### src/rtl/cfg_stream_decoder.sv
module cfg_stream_decoder #(
  parameter int          NREGS       = 19,
  parameter int          WC_W        = 11,
  parameter logic [31:0] SYNC_WORD   = 32'hAA995566,
  parameter int          CMD_ADDR    = 4,
  parameter logic [31:0] DESYNC_CODE = 32'h0000000D,
  parameter int          ID_ADDR     = 12,
  parameter logic [31:0] ID_MASK     = 32'h0FFFFFFF
) (
  input  logic        clk,
  input  logic        rst_n,
  input  logic [31:0] in_data,
  input  logic        in_valid,
  output logic        in_ready,
  output logic [31:0] rb_data,
  output logic        rb_valid,
  input  logic        rb_ready,
  output logic        synced,
  output logic        err
);
  localparam int AW = 14;
  localparam int IW = $clog2(NREGS);

  typedef enum logic [1:0] {S_HUNT, S_HDR, S_WR, S_RD} st_t;

  st_t             st;
  logic [AW-1:0]   addr;
  logic [WC_W-1:0] cnt;
  logic [31:0]     bank [NREGS];
  logic            err_q;

  wire            acc     = in_valid & in_ready;
  wire [2:0]      h_type  = in_data[31:29];
  wire [1:0]      h_op    = in_data[28:27];
  wire [AW-1:0]   h_addr  = in_data[26:13];
  wire [1:0]      h_rsv   = in_data[12:11];
  wire [WC_W-1:0] h_wc    = in_data[WC_W-1:0];
  wire            h_ok    = h_addr < AW'(NREGS);
  wire            tgt_ok  = addr < AW'(NREGS);
  wire [IW-1:0]   idx     = addr[IW-1:0];
  wire            bank_we = (st == S_WR) && acc && tgt_ok;
  wire            desync  = bank_we && (addr == AW'(CMD_ADDR)) && (in_data == DESYNC_CODE);

  assign in_ready = (st != S_RD);
  assign rb_valid = (st == S_RD);
  assign rb_data  = rb_valid ? bank[idx] : '0;
  assign synced   = (st != S_HUNT);
  assign err      = err_q;

  always_ff @(posedge clk or negedge rst_n) begin
    if (!rst_n) begin
      st    <= S_HUNT;
      addr  <= '0;
      cnt   <= '0;
      err_q <= 1'b0;
    end else begin
      case (st)
        S_HUNT: if (acc && in_data == SYNC_WORD) st <= S_HDR;
        S_HDR: if (acc) begin
          addr <= h_addr;
          cnt  <= h_wc;
          if (h_type != 3'b001 || h_rsv != 2'b00) err_q <= 1'b1;
          else if (h_op == 2'b01) begin
            if (!h_ok) err_q <= 1'b1;
            else if (h_wc != '0) st <= S_RD;
          end else if (h_op == 2'b10) begin
            if (!h_ok) err_q <= 1'b1;
            if (h_wc != '0) st <= S_WR;
          end
        end
        S_WR: if (acc) begin
          cnt <= cnt - 1'b1;
          if (desync) st <= S_HUNT;
          else if (cnt == WC_W'(1)) st <= S_HDR;
        end
        S_RD: if (rb_ready) begin
          cnt <= cnt - 1'b1;
          if (cnt == WC_W'(1)) st <= S_HDR;
        end
        default: st <= S_HUNT;
      endcase
    end
  end

  always_ff @(posedge clk or negedge rst_n) begin
    if (!rst_n) begin
      for (int i = 0; i < NREGS; i++) bank[i] <= '0;
    end else if (bank_we) begin
      bank[idx] <= (idx == IW'(ID_ADDR)) ? (in_data & ID_MASK) : in_data;
    end
  end

  p_hunt_silent_r1: assert property (@(posedge clk) disable iff (!rst_n)
    !synced |-> !rb_valid);
  p_sync_enter_r2: assert property (@(posedge clk) disable iff (!rst_n)
    (!synced && in_valid && in_ready && in_data == SYNC_WORD) |=> synced);
  p_rd_stall_r5: assert property (@(posedge clk) disable iff (!rst_n)
    rb_valid |-> !in_ready);
  p_rb_hold_r6: assert property (@(posedge clk) disable iff (!rst_n)
    (rb_valid && !rb_ready) |=> (rb_valid && $stable(rb_data)));
  p_desync_r7: assert property (@(posedge clk) disable iff (!rst_n)
    desync |=> !synced);
  p_err_sticky_r8: assert property (@(posedge clk) disable iff (!rst_n)
    err |=> err);
  p_id_mask_r9: assert property (@(posedge clk) disable iff (!rst_n)
    (rb_valid && addr == AW'(ID_ADDR)) |-> (rb_data & ~ID_MASK) == 32'h0);
endmodule

### config.mk
export PLATFORM = sky130hd
export DESIGN_NAME = cfg_stream_decoder
export DESIGN_NICKNAME = d
export VERILOG_FILES = /design/src/rtl/cfg_stream_decoder.sv
export SDC_FILE = /design/constraint.sdc
export NUM_CORES = 1
export LEC_CHECK = 0
export ABC_CLOCK_PERIOD_IN_PS = 6500
export BUFFER_PORTS_ARGS = -buffer_cell sky130_fd_sc_hd__buf_2
export CAP_MARGIN = 20
export CELL_PAD_IN_SITES_DETAIL_PLACEMENT = 1
export CELL_PAD_IN_SITES_GLOBAL_PLACEMENT = 2
export CORE_MARGIN = 1.5
export CORE_UTILIZATION = 47
export CTS_CLUSTER_SIZE = 12
export DETAILED_ROUTE_END_ITERATION = 6
export GPL_ROUTABILITY_DRIVEN = 0
export PLACE_DENSITY = 0.88
export SYNTH_ARGS = -nofsm -noshare
export SYNTH_HDL_FRONTEND = slang
export SYNTH_SLANG_ARGS = --single-unit
### constraint.sdc
create_clock -name clk -period 6.5 [get_ports clk]
set_clock_uncertainty 0.15 [all_clocks]
set_input_delay 0 -clock clk [delete_from_list [all_inputs] [get_ports clk]]
set_output_delay 0 -clock clk [all_outputs]
set_load 0.01 [all_outputs]
==> results.json, run 1 <==
{
  "fin_setup_tns_ps": 0,
  "setup.worst_path.class": "reg2out",
  "drv_slew": 0,
  "grt_antenna_before_repair": 2,
  "most-common-layout-cells": "sky130_fd_sc_hd__dfrtp_1 (632), sky130_fd_sc_hd__mux2_2 (487), sky130_fd_sc_hd__mux4_2 (128)",
  "die_height_um": 255.5,
  "maxCapViolations": 0,
  "timing.critical_path.from": "addr[3]",
  "drive_gt1_frac": 0.4684,
  "path_cells": "nor3b_1, nand2_2, o21ai_0, buf_2",
  "via_count_of_the_first_global_routing_pass": 20440,
  "drt_drc_violations_left": 0,
  "synth_enable_flop_cells": 0,
  "grt.total_usage": 0.2636,
  "detail_route.first_pass.iterations": 4,
  "cts_post_setup_buffers_inserted": 0,
  "worst_path_buf_inv": 1,
  "layout.cells.most_common": "sky130_fd_sc_hd__dfrtp_1",
  "worst_ir_drop_vdd_uv": 138.0,
  "worstHoldPathType": "in2reg",
  "post_synth_num_cell_types": 52,
  "detail_route.vias_per_cell": 6.122,
  "starting_drc_count_in_detailed_routing": 1236,
  "crit_fanout": 33,
  "ys_warn_count": 0,
  "tritoncts": "yes",
  "synthToLayoutAreaGrowth_pct": 12.16,
  "setup_violations": 0,
  "ys_seq_elements": 636,
  "grt_max_degree": 180,
  "design.portCount": 72,
  "tightestPinTransition_ps": 1129,
  "portBuffers": 71,
  "rsz0062_at_grt": "no",
  "antenna_left": 0,
  "dp_worst_setup_slack_ps": 2633,
  "syn-instance-count": 1974,
  "route.vias.total": 17790,
  "cp-end-kind": "output port",
  "finalCritPeriodShare": 0.6719,
  "floorplan.initialDensity": 0.4749,
  "dieWidth_um": 255.5,
  "grt_pass1_wl_mm": 130.5,
  "cp_slowest_stage_delay_ps": 890,
  "setup_ws_final_ps": 2133,
  "cts_buffers": 71,
  "routed_wl_mm": 83.69,
  "max-clock-path-buffers": 3,
  "slowest_stage": "sky130_fd_sc_hd__nor3b_1",
  "fmaxAchievable_ghz": 0.2290,
  "cts.root.buffer_cell": "sky130_fd_sc_hd__clkbuf_16",
  "holdWs_ps": 153.4,
  "cts.htree.levels": 3,
  "regToRegStartpoint": "addr[1]",
  "ys_async_sr_fraction": 1.000,
  "cell_area_after_synthesis_um2": 29960,
  "path_clk_slew_ps": 60,
  "relSlewSlack": 0.2472,
  "hold_viol_final": 0,
  "critPathTopFamily": "simple AND/OR/NAND/NOR gates",
  "die_area_um2": 65260,
  "portion_of_the_post_synthesis_area_used_by_sequential_elements": 0.5313,
  "hold_path_startpoint": "in_data[31]",
  "dominantRegCellSynth": "sky130_fd_sc_hd__dfrtp_1",
  "synth.avg_cell_area_um2": 15.18,
  "grt_overflow_total": 0,
  "design.core.area_um2": 63080,
  "filler_cell_count": 5969,
  "crit_path_start_kind": "flip-flop",
  "worstSkewPairLatency_ps": 610,
  "post_drt_wl_per_cell_um": 28.80,
  "timing.final.crit_period_ps": 4367,
  "hpwlAfterDp_mm": 46.90,
  "timing.critical_path.arrival_ps": 4220,
  "worstPathRequired_ps": 6350,
  "static-leakage-power_nw": 16.29,
  "synthesis.nets": 2014,
  "power-per-cell-area_nw_per_um2": 253.6,
  "power.total_mw": 8.522,
  "cts.sinks": 636,
  "status": "finished, final reports clean",
  "design.final.nets": 2044,
  "placementRows": 92
}
## timing repair
action,4_1_cts,5_1_grt
gates resized for setup,0,0
endpoints found under the hold margin,670,1
hold buffers,40,1
## stage by stage
stage	utilization	cell area [µm²]	instances
2_1_floorplan	-	29960	1974
3_5_place_dp	0.4883	30800	2732
6_report	0.5326	33600	2906
3_3_place_gp	0.4877	30760	2730
5_1_grt	0.5326	33590	2904
4_1_cts	0.5314	33520	2899
## state kept, by name, summed over array words and instances (netlist names)
register and cells:
addr 14, bank 608, cnt 11, err 1
st 2
## worst reg2reg max path, stage by stage (launching register included)
cell                      delay, ps
sky130_fd_sc_hd__dfrtp_4        790
sky130_fd_sc_hd__nor2b_4        560
sky130_fd_sc_hd__buf_4          580
sky130_fd_sc_hd__nand3_2        770
sky130_fd_sc_hd__buf_4          540
sky130_fd_sc_hd__mux2_2         380
## layer usage
layer | share of wire | track usage
met5 | 0 | 0
met4 | 0.028 | 0.08843
met3 | 0.050 | 0.03879
met2 | 0.50 | 0.4484
met1 | 0.42 | 0.3470
## cell usage after synthesis, types with 16 or more instances
cell,count,share of area
sky130_fd_sc_hd__mux2_2,487,0.18
sky130_fd_sc_hd__a21oi_1,42,0.0070
sky130_fd_sc_hd__mux4_2,128,0.096
sky130_fd_sc_hd__buf_2,48,0.0080
sky130_fd_sc_hd__nand2_1,16,0.0020
sky130_fd_sc_hd__o22a_1,32,0.0094
sky130_fd_sc_hd__mux2i_1,98,0.033
sky130_fd_sc_hd__o21ai_0,48,0.0080
sky130_fd_sc_hd__dfrtp_1,636,0.53
sky130_fd_sc_hd__mux2_1,20,0.0075
sky130_fd_sc_hd__mux2_4,107,0.054
sky130_fd_sc_hd__nor2_1,45,0.0056
sky130_fd_sc_hd__clkbuf_1,107,0.013
sky130_fd_sc_hd__buf_6,18,0.0068
## path summary, 6_finish.rpt
kind / slack [ps] / depth (start not counted) / endpoint
max: 2130 / 4 / rb_data[9]
min: 150 / 3 / bank[607]
max reg2reg: 2610 / 5 / bank[167]
min reg2reg: 340 / 1 / bank[149]
max in group asynchronous: 4450 / 4 / bank[175]
min in group asynchronous: 340 / 3 / bank[318]
## power breakdown
group | switching, mW | internal [mW] | total (mW)
registers | 0.0474 | 4.01 | 4.06
clock network | 1.64 | 2.33 | 3.97
logic | 0.304 | 0.187 | 0.491
## logic make-up (layout without fill, tap and decap cells)
group | count (synthesis) | count (layout) | synth area share
buffers and inverters | 204 | 288 | 0.03354
AND/OR/NAND/NOR | 145 | 145 | 0.03024
AO/OA/AOI/OAI | 145 | 145 | 0.03011
adder cells (fa/ha/maj) | 4 | 4 | 0.001671
flip-flops | 636 | 636 | 0.5313
other | 0 | 2 | 0
multiplexers | 840 | 840 | 0.3732
## cell type report
class / count / area, µm² / area share
Timing Repair Buffer: 150 / 1199 / 0.03567
Clock inverter: 13 / 87.58 / 0.002607
Sequential cell: 636 / 15930 / 0.4740
Tap cell: 846 / 1059 / 0.03150
Inverter: 11 / 41.29 / 0.001229
Antenna cell: 2 / 5.005 / 0.0001490
Clock buffer: 114 / 2215 / 0.06591
Multi-Input combinational cell: 1134 / 13070 / 0.3890
Power figures use the tool's default switching activity.
==> inputs of run 2 (changes only) <==
--- a/config.mk
+++ b/config.mk
@@ -5,7 +5,7 @@
 export SDC_FILE = /design/constraint.sdc
 export NUM_CORES = 1
 export LEC_CHECK = 0
-export ABC_CLOCK_PERIOD_IN_PS = 6500
+export ABC_CLOCK_PERIOD_IN_PS = 4200
 export BUFFER_PORTS_ARGS = -buffer_cell sky130_fd_sc_hd__buf_2
 export CAP_MARGIN = 20
 export CELL_PAD_IN_SITES_DETAIL_PLACEMENT = 1
==> constraint.sdc (replaced) <==
create_clock -name clk -period 4.2 [get_ports clk]
set_clock_uncertainty 0.15 [all_clocks]
set_input_delay 0 -clock clk [delete_from_list [all_inputs] [get_ports clk]]
set_output_delay 0 -clock clk [all_outputs]
set_load 0.01 [all_outputs]
==> run 2 against run 1 <==
Against the previous run:
- combinational power grew 62%
- global-route usage is essentially flat
- first-iteration DRC count grew 1.4%
- clock-buffer cell count shrank 10
==> results.json, run 2 (synthesis results as in run 1) <==
{
  "worst_ir_drop_vdd_uv": 260.4,
  "drive_gt1_frac": 0.4737,
  "crit_cells": 6,
  "worstPathRequired_ps": 4050,
  "synthToLayoutAreaGrowth_pct": 12.43,
  "tightestPinTransition_ps": 896.6,
  "min_delay_worst_endpoint": "bank[412]",
  "path_cells": "buf_4, or3_1, buf_4, o22a_1, o21ai_0, buf_2",
  "worst_hold_path.num_cells": 5,
  "hold_viol_final": 0,
  "worstReg2RegEnd": "st[0]",
  "cts_buffers": 69,
  "crit_fanout": 19,
  "die_height_um": 255.5,
  "placementRows": 92,
  "regMostFlops": "bank",
  "worst_path_buf_inv": 3,
  "path_clk_slew_ps": 60,
  "floorplan.initialDensity": 0.4749,
  "detail_route.first_pass.iterations": 5,
  "starting_drc_count_in_detailed_routing": 1253,
  "design.final.nets": 2062,
  "rsz0062_at_grt": "no",
  "filler_cell_count": 5938,
  "hold_path_startpoint": "in_data[28]",
  "worstSkewPairLatency_ps": 620,
  "cts.sinks": 636,
  "setup_ws_final_ps": 378.7,
  "crit_path_start_kind": "flip-flop",
  "hpwlAfterDp_mm": 49.19,
  "slowest_stage": "sky130_fd_sc_hd__dfrtp_2",
  "tritoncts": "yes",
  "via_count_of_the_first_global_routing_pass": 20300,
  "die_area_um2": 65260,
  "status": "finished, final reports clean",
  "layout.cells.most_common": "sky130_fd_sc_hd__dfrtp_1",
  "post_cts_resize_count": 0,
  "relSlewSlack": 0.3960,
  "grt_pass1_wl_mm": 130.3,
  "grt.total_usage": 0.2638,
  "drt_drc_violations_left": 0,
  "grt_overflow_total": 0,
  "max-clock-path-buffers": 3,
  "cp-end-kind": "output port",
  "design.core.area_um2": 63080,
  "crit_top_cell": "sky130_fd_sc_hd__buf_4",
  "minimum_setup_slack_among_reg_to_reg_paths_ps": 920,
  "routed_wl_mm": 83.98,
  "post_drt_wl_per_cell_um": 28.79,
  "dieWidth_um": 255.5,
  "detail_route.vias_per_cell": 6.095,
  "portBuffers": 71,
  "drv_slew": 0,
  "route.vias.total": 17780,
  "fin_setup_tns_ps": 0,
  "largestRegisters": "bank x608, addr x14, cnt x11",
  "timing.critical_path.arrival_ps": 3670,
  "critPathTopFamily": "buffers and inverters",
  "power-per-cell-area_nw_per_um2": 383.8,
  "dp_worst_setup_slack_ps": 1062,
  "antenna_left": 0,
  "largest_reg_flops": 608,
  "regToRegStartpoint": "addr[2]",
  "cp_slowest_stage_delay_ps": 810,
  "design.portCount": 72,
  "maxCapViolations": 0,
  "grt_antenna_before_repair": 1,
  "timing.final.crit_period_ps": 3821,
  "cts.root.buffer_cell": "sky130_fd_sc_hd__clkbuf_16",
  "ff2ff_path_depth": 7,
  "setup_violations": 0,
  "cts.htree.levels": 3,
  "finalCritPeriodShare": 0.9098,
  "fmaxAchievable_ghz": 0.2617,
  "setup.worst_path.class": "reg2out",
  "grt_max_degree": 127,
  "static-leakage-power_nw": 16.37,
  "worstHoldPathType": "in2reg",
  "most-common-layout-cells": "sky130_fd_sc_hd__dfrtp_1 (632), sky130_fd_sc_hd__mux2_2 (487), sky130_fd_sc_hd__mux4_2 (128)"
}
==> run 2: metrics by stage <==
stage	instance area, µm²	util	total power, mW	std cells	hold WS [ps]
floorplan	29960	-	6.773	1974	-445.6
CTS	33660	0.5336	13.02	2913	23.15
detailed placement	31100	0.4931	7.105	2756	-73.60
global placement	31070	0.4926	7.063	2755	-84.16
global route	33680	0.5339	13.32	2915	84.54
finish	33680	0.5340	12.93	2917	67.03
==> run 2: where the power goes <==
group	total [mW]	leakage (nW)	switching (mW)	internal, mW
combinational	0.795	6.46	0.499	0.296
sequential	6.25	8.84	0.0446	6.21
clock	5.88	1.07	2.50	3.38
total	12.9	16.4	3.04	9.89
==> run 2: tightest hold or removal path: stages <==
cell	delay [ps]
sky130_fd_sc_hd__buf_2	150
sky130_fd_sc_hd__inv_1	90
sky130_fd_sc_hd__a21oi_1	60
sky130_fd_sc_hd__buf_4	200
sky130_fd_sc_hd__mux2_2	270
==> run 2: worst max-delay path by stage <==
stage	startpoint	end	slack [ps]
CTS	addr[2]	rb_data[11]	450
global placement	addr[2]	rb_data[11]	1140
finish	addr[2]	rb_data[11]	380
global route	addr[0]	rb_data[10]	390
detailed placement	addr[8]	bank[216]	1060
floorplan	addr[8]	bank[10]	1820
==> run 2: timing repair <==
| item | in CTS | in global routing |
|---|---|---|
| setup buffers | 0 | 0 |
| endpoints found under the hold margin | 1031 | 1 |
| hold buffers | 39 | 1 |
==> run 2: layer usage <==
| layer | vias to the layer above | track usage | wire, µm |
|---|---|---|---|
| met5 | - | 0 | 0 |
| met4 | 0 | 0.09040 | 2400 |
| met3 | 151 | 0.04355 | 4091 |
| met2 | 495 | 0.4426 | 42020 |
| met1 | 9729 | 0.3489 | 35470 |
| li1 | 7405 | - | - |
==> run 2: cell type report <==
| class | count | area, µm² | area share |
|---|---|---|---|
| diodes | 2 | 5.005 | 0.0001486 |
| clock buffers | 104 | 2061 | 0.06118 |
| clock inverters | 14 | 88.84 | 0.002637 |
| inverters | 11 | 41.29 | 0.001226 |
| multi-input cells | 1134 | 13070 | 0.3880 |
| flip-flops and latches | 636 | 15930 | 0.4728 |
| well taps | 846 | 1059 | 0.03143 |
| repair buffers | 170 | 1434 | 0.04257 |
